**config.mk**
```make
export PLATFORM = sky130hd
export DESIGN_NAME = romReadSeq
export DESIGN_NICKNAME = d
export VERILOG_FILES = /design/src/rtl/romSeqPkg.sv /design/src/rtl/romSeqCtrl.sv /design/src/rtl/romSeqDatapath.sv /design/src/rtl/romReadSeq.sv
export SDC_FILE = /design/constraint.sdc
export NUM_CORES = 1
export LEC_CHECK = 0
export ABC_AREA = 1
export CAP_MARGIN = 20
export CORE_UTILIZATION = 45
export CTS_BUF_LIST = sky130_fd_sc_hd__clkbuf_16
export DETAILED_ROUTE_END_ITERATION = 7
export GPL_ROUTABILITY_DRIVEN = 1
export GPL_TIMING_DRIVEN = 0
export PLACE_DENSITY_LB_ADDON = 0.05
export SETUP_SLACK_MARGIN = 0.05
export SYNTH_ARGS = -nofsm -noshare
export SYNTH_HDL_FRONTEND = slang
export SYNTH_HIERARCHICAL = 1
export SYNTH_SLANG_ARGS = --single-unit
```
**constraint.sdc**
```tcl
create_clock -name clk -period 1.8 [get_ports clk]
set_input_delay 0.54 -clock clk [delete_from_list [all_inputs] [get_ports clk]]
set_output_delay 0.54 -clock clk [all_outputs]
set_load 0.05 [all_outputs]
```
**src/rtl/romSeqPkg.sv**
```systemverilog
package romSeqPkg;

  typedef enum logic [1:0] {
    ST_IDLE   = 2'd0,
    ST_TURN   = 2'd1,
    ST_ACCESS = 2'd2
  } seqState_t;

  // strobes from control to datapath
  typedef struct packed {
    logic load;     // latch a new request
    logic capture;  // sample the data bus this edge
    logic busOn;    // memory selected and outputs enabled
  } seqStrobe_t;

  function automatic int ceilDiv(input int num, input int den);
    return (num + den - 1) / den;
  endfunction

endpackage

```
**src/rtl/romSeqCtrl.sv**
```systemverilog
module romSeqCtrl
  import romSeqPkg::*;
#(
  parameter int WAIT_CYC = 23,
  parameter int TURN_CYC = 5
) (
  input  logic       clk,
  input  logic       rstN,
  input  logic       reqValid,
  input  logic       reqByteMode,
  output logic       reqReady,
  output seqStrobe_t strobe
);

  localparam int WCW = $clog2(WAIT_CYC + 1);
  localparam int QCW = $clog2(TURN_CYC + 1);

  seqState_t       state, nextState;
  logic [WCW-1:0]  waitCnt;
  logic [QCW-1:0]  quietCnt;
  logic            lastWord;
  logic            curByte;
  logic            lastWait;
  logic            quietNextOk;

  assign lastWait    = (waitCnt == WCW'(WAIT_CYC - 1));
  assign quietNextOk = (32'(quietCnt) + 32'd1) >= 32'(TURN_CYC);

  assign reqReady        = (state == ST_IDLE);
  assign strobe.load     = (state == ST_IDLE) && reqValid;
  assign strobe.busOn    = (state == ST_ACCESS);
  assign strobe.capture  = (state == ST_ACCESS) && lastWait;

  always_comb begin
    nextState = state;
    unique case (state)
      ST_IDLE:
        if (reqValid) begin
          if (reqByteMode && lastWord && !quietNextOk) nextState = ST_TURN;
          else                                         nextState = ST_ACCESS;
        end
      ST_TURN:
        if (quietNextOk) nextState = ST_ACCESS;
      ST_ACCESS:
        if (lastWait) nextState = ST_IDLE;
      default: nextState = ST_IDLE;
    endcase
  end

  always_ff @(posedge clk or negedge rstN) begin
    if (!rstN) begin
      state    <= ST_IDLE;
      waitCnt  <= '0;
      quietCnt <= QCW'(TURN_CYC);
      lastWord <= 1'b0;
      curByte  <= 1'b0;
    end else begin
      state <= nextState;
      if (state == ST_ACCESS && !lastWait) waitCnt <= waitCnt + 1'b1;
      else                                 waitCnt <= '0;
      if (state == ST_ACCESS)                  quietCnt <= '0;
      else if (quietCnt < QCW'(TURN_CYC))      quietCnt <= quietCnt + 1'b1;
      if (strobe.load)    curByte  <= reqByteMode;
      if (strobe.capture) lastWord <= !curByte;
    end
  end

endmodule

```
**src/rtl/romSeqDatapath.sv**
```systemverilog
module romSeqDatapath
  import romSeqPkg::*;
#(
  parameter int ADDR_W = 23,
  parameter int DATA_W = 16
) (
  input  logic              clk,
  input  logic              rstN,
  input  seqStrobe_t        strobe,
  input  logic [ADDR_W:0]   reqAddr,
  input  logic              reqByteMode,
  input  logic [DATA_W-1:0] romDataIn,
  output logic              romCeN,
  output logic              romOeN,
  output logic              romByteN,
  output logic [ADDR_W-1:0] romAddr,
  output logic              romA1Out,
  output logic              romA1Drive,
  output logic              rspValid,
  output logic [DATA_W-1:0] rspData
);

  localparam int LANE_W = DATA_W / 2;

  logic [ADDR_W:0]   addrQ;
  logic              byteQ;
  logic [DATA_W-1:0] dataQ;
  logic              rspQ;
  logic [DATA_W-1:0] laneWord;

  // low lane always passes, upper lane is masked in byte mode
  for (genvar i = 0; i < DATA_W; i++) begin : gLane
    if (i < LANE_W) begin : gLow
      assign laneWord[i] = romDataIn[i];
    end else begin : gHigh
      assign laneWord[i] = romDataIn[i] & ~byteQ;
    end
  end

  always_ff @(posedge clk or negedge rstN) begin
    if (!rstN) begin
      addrQ <= '0;
      byteQ <= 1'b0;
      dataQ <= '0;
      rspQ  <= 1'b0;
    end else begin
      if (strobe.load) begin
        addrQ <= reqAddr;
        byteQ <= reqByteMode;
      end
      if (strobe.capture) dataQ <= laneWord;
      rspQ <= strobe.capture;
    end
  end

  assign romCeN     = ~strobe.busOn;
  assign romOeN     = ~strobe.busOn;
  assign romByteN   = ~byteQ;
  assign romAddr    = byteQ ? addrQ[ADDR_W:1] : addrQ[ADDR_W-1:0];
  assign romA1Out   = addrQ[0];
  assign romA1Drive = byteQ & strobe.busOn;
  assign rspValid   = rspQ;
  assign rspData    = dataQ;

endmodule

```
**src/rtl/romReadSeq.sv**
```systemverilog
module romReadSeq
  import romSeqPkg::*;
#(
  parameter int CLK_NS     = 4,
  parameter int ACCESS_NS  = 90,
  parameter int DISABLE_NS = 20,
  parameter int ADDR_W     = 23,
  parameter int DATA_W     = 16
) (
  input  logic              clk,
  input  logic              rstN,
  input  logic              reqValid,
  output logic              reqReady,
  input  logic [ADDR_W:0]   reqAddr,
  input  logic              reqByteMode,
  output logic              rspValid,
  output logic [DATA_W-1:0] rspData,
  output logic              romCeN,
  output logic              romOeN,
  output logic              romByteN,
  output logic [ADDR_W-1:0] romAddr,
  output logic              romA1Out,
  output logic              romA1Drive,
  input  logic [DATA_W-1:0] romDataIn
);

  localparam int WAIT_CYC = (ceilDiv(ACCESS_NS, CLK_NS) < 1) ? 1 : ceilDiv(ACCESS_NS, CLK_NS);
  localparam int TURN_CYC = (ceilDiv(DISABLE_NS, CLK_NS) < 1) ? 1 : ceilDiv(DISABLE_NS, CLK_NS);

  seqStrobe_t strobe;

  romSeqCtrl #(
    .WAIT_CYC(WAIT_CYC),
    .TURN_CYC(TURN_CYC)
  ) uCtrl (
    .clk        (clk),
    .rstN       (rstN),
    .reqValid   (reqValid),
    .reqByteMode(reqByteMode),
    .reqReady   (reqReady),
    .strobe     (strobe)
  );

  romSeqDatapath #(
    .ADDR_W(ADDR_W),
    .DATA_W(DATA_W)
  ) uDp (
    .clk        (clk),
    .rstN       (rstN),
    .strobe     (strobe),
    .reqAddr    (reqAddr),
    .reqByteMode(reqByteMode),
    .romDataIn  (romDataIn),
    .romCeN     (romCeN),
    .romOeN     (romOeN),
    .romByteN   (romByteN),
    .romAddr    (romAddr),
    .romA1Out   (romA1Out),
    .romA1Drive (romA1Drive),
    .rspValid   (rspValid),
    .rspData    (rspData)
  );

endmodule

```
; ---- Word level (Yosys, flattened, before mapping)
; Cells that the tools add are included.
[word_totals]
register_bits = 53
out_inout_bits = 46
[classes]
addsub = 3
n_lt_le_gt_ge = 2
n_eq_ne = 6
n_mux = 9
bitwise = 11
reduce_logical = 11
[op_table]
columns = operator, n
row1 = "greater-or-equal comparator 32 x 3 -> 1 bit, second input constant", 1
row2 = 2-to-1 mux 23 bit, 1
row3 = AND 1 bit, 9
row4 = 2-to-1 mux 2 bit, 4
row5 = 2-to-1 mux 3 bit, 2
row6 = case mux 2 bit (3 select lines), 1
row7 = "adder 5 x 1 -> 5 bit, second input constant", 1
row8 = "== test 5 bit, second input constant", 1
row9 = logical AND 1 bit, 5
row10 = 2-to-1 mux 5 bit, 1
row11 = "adder 3 x 1 -> 4 bit, second input constant", 1
row12 = "!= test 2 bit, second input constant", 2
row13 = "adder 3 x 1 -> 3 bit, second input constant", 1
row14 = logical NOT 1 bit, 3
row15 = "< comparator 3 bit, second input constant", 1
row16 = AND reduction 3 bit, 1
row17 = "== test 2 x 1 -> 1 bit, second input constant", 1
row18 = "== test 2 bit, second input constant", 1
row19 = logical NOT 2 bit, 1
row20 = "!= test 2 x 1 -> 1 bit, second input constant", 1
row21 = inverter 1 bit, 2
row22 = nonzero test 2 bit, 1

; ---- Logic depth before layout (Yosys ltp)
; Gate-level depths: netlist of run 1.
[logic_depth]
depth_word = 7
ltp_mapped = 11

; ---- Cells and area by module
; Netlist of run 1, hierarchy kept.
[modules_own_cells]
columns = module, instances, cells_per_inst, area_per_inst_um2, seq_area_each_um2
row1 = romSeqDatapath, 1, 229, 1871.8, 1051.0
row2 = romSeqCtrl, 1, 77, 659.4, 302.8

; ---- Worst setup path after synthesis of run 1
; OpenSTA, ideal clock, no wires.
[synth_path]
path_kind = register to output
start = reg uDp.addrQ[0]
end = out romAddr[0]
arrival_time_ns = 1.806
required_ns = 1.260
path_slack_ns = -0.546
stages_incl_launch_ff = 3
path_cell_list = dfrtp_1 inv_1 o21ai_0
[synth_between]
elab_chain_cells = 1
[synth_lines]
columns = element, line_no
row1 = start: declaration, romSeqDatapath.sv:25  ; logic [ADDR_W:0] addrQ;
row2 = start signal: assignment, romSeqDatapath.sv:48  ; addrQ <= reqAddr;
row3 = 2-to-1 mux 23 bit, romSeqDatapath.sv:59  ; assign romAddr = byteQ ? addrQ[ADDR_W:1] : addrQ[ADDR_W-1:0];
row4 = end: declaration, romReadSeq.sv:21  ; output logic [ADDR_W-1:0] romAddr,
; Every way passes these cells.

; ---- Final worst setup path of run 1
[layout_path]
start = reg uDp.byteQ
end = out romAddr[15]
[layout_between]
elab_chain_cells = 1
[layout_lines]
columns = element, line_no
row1 = start: declaration, romSeqDatapath.sv:26  ; logic byteQ;
row2 = start signal: assignment, romSeqDatapath.sv:49  ; byteQ <= reqByteMode;
row3 = 2-to-1 mux 23 bit, romSeqDatapath.sv:59
; Every way passes these cells.

==> results of run 1 <==
## metal layers
metal  global-route usage, %  vias to the layer above  share of wire, %
met3                    4.52                        4               4.6
li1                        -                     1168                 -
met4                    6.23                        0              0.73
met5                       0                        -                 0
met2                    39.7                       59                52
met1                    26.1                     1089                43
## registers in the layout, indices dropped and copies added, names as in the netlist
name,flops
uCtrl/quietCnt,3
uCtrl/state,2
uCtrl/lastWord,1
uCtrl/curByte,1
uDp/addrQ,24
uDp/rspData,16
uDp/byteQ,1
uDp/rspValid,1
uCtrl/waitCnt,5
## critical path: stages, from the launching register on
cell	delay [ns]
dfrtp_1	0.38
buf_6	0.17
buf_8	0.14
nand2_1	0.11
o21ai_4	0.09
buf_6	0.17
## power groups by stage
stage | clock, W | combinational (W) | sequential [W]
after floorplan | 0 | 0.00289 | 0.00189
after global placement | 0 | 0.00419 | 0.00185
after detailed placement | 0 | 0.00426 | 0.00186
after CTS | 0.00123 | 0.00453 | 0.00184
after global routing | 0.00127 | 0.00525 | 0.00190
final | 0.00120 | 0.00492 | 0.00185
## timing repair
action	CTS	global route
hold buffers	0	0
pin swaps	1	3
gates resized for setup	219	35
setup buffers	2	9
setup endpoints to repair	46	41
hold endpoints to repair	0	0
## layout make-up
cell class	count	area, um^2	share of cell area [%]
Multi-Input combinational cell	198	1040	26.2
Sequential cell	54	1360	34.2
Buffer	14	135	3.41
Tap cell	70	87.6	2.21
Clock inverter	3	63.8	1.61
Clock buffer	5	125	3.15
Timing Repair Buffer	101	1010	25.5
Inverter	40	151	3.82
## cells in the mapped netlist (4+ instances only)
library cell and n:
nand3_1 14, dfrtp_1 52, buf_6 4, nand2_1 106
nor2_1 8, inv_2 8, buf_2 4, a21oi_1 4
o21ai_1 8, o21ai_0 41, ha_1 5, inv_1 31
## path summary, 6_finish.rpt
| kind | to | depth (start not counted) | startpoint | slack, ns |
|---|---|---|---|---|
| max in group asynchronous | uCtrl/quietCnt[2] | 2 | rstN | 0.95 |
| worst min register to register | uCtrl/lastWord | 1 | uCtrl/curByte | 0.45 |
| worst max register to register | uDp/rspData[3] | 11 | uCtrl/waitCnt[0] | 0.22 |
| worst min-delay path | uDp/addrQ[16] | 1 | rstN | 0.23 |
| min in group clk | uCtrl/lastWord | 1 | uCtrl/curByte | 0.45 |
| worst max-delay path | romAddr[15] | 5 | uDp/byteQ | -0.09 |
## stage by stage
stage / instance area, um^2 / util (%)
after detailed placement: 3550 / 67.4
after global placement: 3540 / 67.1
after floorplan: 2560 / -
after global routing: 3970 / 75.3
final: 3970 / 75.3
after CTS: 3770 / 71.6
## kinds of logic (layout without fill, tap and decap cells)
logic type / after synthesis / after routing / share of synthesized area, %
xor gates and xnor gates: 3 / 3 / 1.04
and+or+nand+nor: 135 / 135 / 22.0
AOI/OAI and AO/OA: 55 / 55 / 11.1
DFF: 54 / 54 / 53.5
buffers and inverters: 54 / 163 / 9.94
adders and majority gates: 5 / 5 / 2.47
==> reports/qor.txt, run 1 <==
Crit-path max FO: 10
Pre-CTS WS: -0.523 ns
Final WS setup: -0.0904 ns
CTS tree: built
Horiz. Die Dim: 77 um
Max Cap Viol: 0
Critical Path Sink Type: output pin
Combinational power share: 61.7%
Seq cells post-synth: 54
Routability cong.: 0.763
Final hold violation count: 0
I/O Pins: 90
Clock Pin Slew Worst Setup and Hold Paths: 0.07 ns
Pwr per Cell Area: 2010 nW/um^2
Clock Sinks: 54
Final Non-Filler Cells: 485
Largest area contributor in the netlist: dfrtp_1
DR vias: 2320
Final HPWL DP: 4220 um
Antenna Diode Count: 0
Initial antenna violation count: 0
Placed Cells: 466
Average cell area after synthesis: 8.27 um^2
Mapped Cells: 306
Design Power: 0.00798 W
Clock group share of total power: 15.1%
Top_reg_cell synth: dfrtp_1
First DRT Iteration DRCs: 94
Fin Clk Skew: 0.00697 ns
Final setup fails: 19
Pins Over Slew Limit: 0
Max H-tree Level: 2
P_int: 0.00417 W
Async SR Flop Fraction: 100%
Outcome: finished with violations
Commonest non-fill, non-tap cell in the layout: nand2_1
Commonest non-fill, non-tap cells in the layout: nand2_1, dfrtp_1, clkdlybuf4s50_1
RSZ-0062 raised after global routing: true
Final hold slack: 0.234 ns
Reg power frac: 23.2%
Total wire length: 6280 um
Yosys Warn Count: 6
P&R area growth vs syn: 56.7%
Total CTS buffers: 5
Critical Path RT: 1.26 ns
Failing checks: negative setup slack
Clk_lat worst skew: 0.29 ns
Syn nets: 355
Pleak: 1.97 nW
Arr. time, crit path: 1.35 ns
Drt drc: 0
First-pass GRT wire length: 10300 um
Mapped cell area: 2530 um^2
Initial Util: 48.0%
F_max: 529 MHz
Fin crit period: 1.89 ns
Die ar.: 5930 um^2
Nets: 463
Routed Antenna Nets: 0
Vias in the first global route: 2272
Period utilization: 105%
Layout cell share with drive strength beyond 1: 26.0%
VDD IR max: 1.59 mV
Worst Hold Class: primary input to async pin
Largest net degree at the start of global routing: 32
Total GRT Usage: 21.9%
NetSw: 0.00380 W
Top cell type's share of synthesized area: 51.4%
Std cell rows: 26
Slew HR: 63.5%
CTS Buffer Depth: 2
Switching Share: 47.7%
Worst-Margin Slew: 0.548 ns
Fillers: 394
Core footprint: 5270 um^2
CP startpoint kind: flop
Post-synth EDFFs: 0
Post-synthesis sequential area ratio: 53.5%
Die H: 77 um
Vias per inst: 4.78
Setup tns final: -0.527 ns
Router iterations before antenna repair: 4
Root buf cell: clkbuf_16
Top cells by area, synth: dfrtp_1, nand2_1, o21ai_0, inv_1, nand3_1
WL/cell: 12.9 um
CP Class: flop to output pin
Count of unique library cells instantiated by Yosys: 25
I/O Buffers: 89
GRT overflow: 0
Note: power is estimated with default switching activity, not from simulation.
==> run 2, diff against run 1 <==
--- a/config.mk
+++ b/config.mk
@@ -7,7 +7,7 @@
 export LEC_CHECK = 0
 export ABC_AREA = 1
 export CAP_MARGIN = 20
-export CORE_UTILIZATION = 45
+export CORE_UTILIZATION = 40
 export CTS_BUF_LIST = sky130_fd_sc_hd__clkbuf_16
 export DETAILED_ROUTE_END_ITERATION = 7
 export GPL_ROUTABILITY_DRIVEN = 1
==> constraint.sdc (replaced) <==
create_clock -name clk -period 1.72 [get_ports clk]
set_input_delay 0.516 -clock clk [delete_from_list [all_inputs] [get_ports clk]]
set_output_delay 0.516 -clock clk [all_outputs]
set_load 0.05 [all_outputs]
==> reports/qor.txt, run 2 (synthesis results as in run 1) <==
Outcome: finished with violations (unchanged)
Failing checks: negative setup slack (unchanged)
Pins Over Slew Limit: 0 (unchanged)
Horiz. Die Dim: 81.6 um (was 77 um)
Post-DP Area: 3560 um^2 (was 3550 um^2)
Die H: 81.6 um (was 77 um)
Final hold slack: 0.200 ns (was 0.234 ns)
Pwr per Cell Area: 2090 nW/um^2 (was 2010 nW/um^2)
Total GRT Usage: 19.7% (was 21.9%)
Antenna Diode Count: 0 (unchanged)
Routed Antenna Nets: 0 (unchanged)
Std cell rows: 28 (was 26)
Clock Pin Slew Worst Setup and Hold Paths: 0.07 ns (about the same)
Arr. time, crit path: 1.38 ns (was 1.35 ns)
Final Instance Area: 4180 um^2 (was 3970 um^2)
Period utilization: 110%
Clk_lat worst skew: 0.29 ns (about the same)
Vias in the first global route: 2211 (was 2272)
VDD IR max: 1.55 mV (was 1.59 mV)
Layout cell share with drive strength beyond 1: 38.4% (was 26.0%)
I/O Pins: 90 (unchanged)
Commonest non-fill, non-tap cells in the layout: nand2_1, dfrtp_1, clkdlybuf4s50_1 (unchanged)
Slew HR: 64.8% (was 63.5%)
Final hold violation count: 0 (unchanged)
Reg2Reg Depth: 11 (unchanged)
CP Class: flop to output pin (unchanged)
Final WS setup: -0.174 ns (was -0.0904 ns)
Max Cap Viol: 0 (unchanged)
Drt drc: 0 (unchanged)
Initial antenna violation count: 0 (unchanged)
Setup tns final: -2.63 ns (was -0.527 ns)
WL/cell: 13.1 um (was 12.9 um)
Router iterations before antenna repair: 4 (unchanged)
Root buf cell: clkbuf_16 (unchanged)
Critical Path Sink Type: output pin (unchanged)
Clock Sinks: 54 (unchanged)
DR vias: 2349 (was 2320)
Vias per inst: 4.71 (was 4.78)
I/O Buffers: 89 (unchanged)
Total wire length: 6550 um (was 6280 um)
Critical Path RT: 1.20 ns (was 1.26 ns)
Fin crit period: 1.89 ns
Max H-tree Level: 2 (unchanged)
CTS Buffer Depth: 2 (unchanged)
First DRT Iteration DRCs: 86 (was 94)
P&R area growth vs syn: 65.1% (was 56.7%)
Initial Util: 42.0% (was 48.0%)
GRT overflow: 0 (unchanged)
First-pass GRT wire length: 9870 um (was 10300 um)
F_max: 528 MHz
Largest net degree at the start of global routing: 34 (was 32)
Routability cong.: 0.760 (was 0.763)
Pleak: 2.03 nW (was 1.97 nW)
Biggest register: uDp/addrQ (unchanged)
Nets: 472 (was 463)
CP startpoint kind: flop (unchanged)
Commonest non-fill, non-tap cell in the layout: nand2_1 (unchanged)
Worst Hold Class: primary input to async pin (unchanged)
Fin Clk Skew: 0.00443 ns (was 0.00697 ns)
RSZ-0062 raised after global routing: true (unchanged)
Die ar.: 6650 um^2 (was 5930 um^2)
Core footprint: 6030 um^2 (was 5270 um^2)
Crit-path max FO: 8 (was 10)
Final HPWL DP: 4230 um (was 4220 um)
Final setup fails: 25 (was 19)
CTS tree: built (unchanged)
Max reg flops: 24 (unchanged)
Total CTS buffers: 5 (unchanged)
Worst-Margin Slew: 0.528 ns (was 0.548 ns)
## run 2: final cells by class
| class | count | area [um^2] |
|---|---|---|
| fillers | 512 | 1850 |
| flip-flops and latches | 54 | 1360 |
| multi-input cells | 198 | 1120 |
| repair buffers | 110 | 1110 |
| inverters | 40 | 165 |
| plain buffers | 14 | 148 |
| clock buffers | 5 | 125 |
| well taps | 75 | 93.8 |
| clock inverters | 3 | 63.8 |
## run 2: what timing repair did
| item | 4_1_cts | 5_1_grt |
|---|---|---|
| gates cloned | 3 | 2 |
| resized for setup | 266 | 71 |
| setup buffers | 8 | 7 |
| endpoints found under the setup margin | 46 | 50 |
| hold buffers | 0 | 0 |
| pin swaps | 7 | 9 |
## run 2: worst paths after layout
path | start | endpoint | slack [ns]
worst max-delay path | uDp/byteQ | romAddr[16] | -0.17
worst min-delay path | rstN | uDp/addrQ[16] | 0.20
worst max register to register | uCtrl/waitCnt[0] | uDp/rspData[7] | 0.09
worst min register to register | uCtrl/curByte | uCtrl/lastWord | 0.48
max in group asynchronous | rstN | uDp/byteQ | 0.95
min in group clk | uCtrl/curByte | uCtrl/lastWord | 0.48
## run 2: metal layers
layer | GRT usage (%) | wire (um) | vias to the layer above
met5 | 0 | 0 | -
met4 | 5.36 | 48 | 0
met3 | 4.89 | 332 | 5
met2 | 34.0 | 3390 | 54
met1 | 24.4 | 2780 | 1103
li1 | - | - | 1187
## run 2: report_power, final
group	internal, W	total, W	switching [W]	leakage, nW
combinational	0.00212	0.00552	0.00340	1.27
sequential	0.00168	0.00197	0.000283	0.672
clock	0.000829	0.00126	0.000432	0.0915
## run 2: per-stage QoR
stage | setup WS [ns] | std cells | utilization (%) | total power (W)
floorplan | -0.189 | 306 | - | 0.00500
global placement | -1.59 | 470 | 58.8 | 0.00635
global route | -0.215 | 499 | 69.3 | 0.00922
finish | -0.174 | 499 | 69.3 | 0.00874
detailed placement | -0.563 | 471 | 59.0 | 0.00641
CTS | -0.181 | 490 | 65.8 | 0.00836
## run 2: critical path, cell delays in order (launching register included)
cell     delay (ns)
dfrtp_2        0.44
buf_12         0.16
buf_12         0.13
o21ai_2        0.17
buf_6          0.18
==> run 3, diff against run 2 <==
--- a/config.mk
+++ b/config.mk
@@ -9,6 +9,7 @@
 export CAP_MARGIN = 20
 export CORE_UTILIZATION = 40
 export CTS_BUF_LIST = sky130_fd_sc_hd__clkbuf_16
+export CTS_CLUSTER_SIZE = 12
 export DETAILED_ROUTE_END_ITERATION = 7
 export GPL_ROUTABILITY_DRIVEN = 1
 export GPL_TIMING_DRIVEN = 0
==> results of run 3 <==
The final DEF is identical to that of run 2; final timing and power are the same.
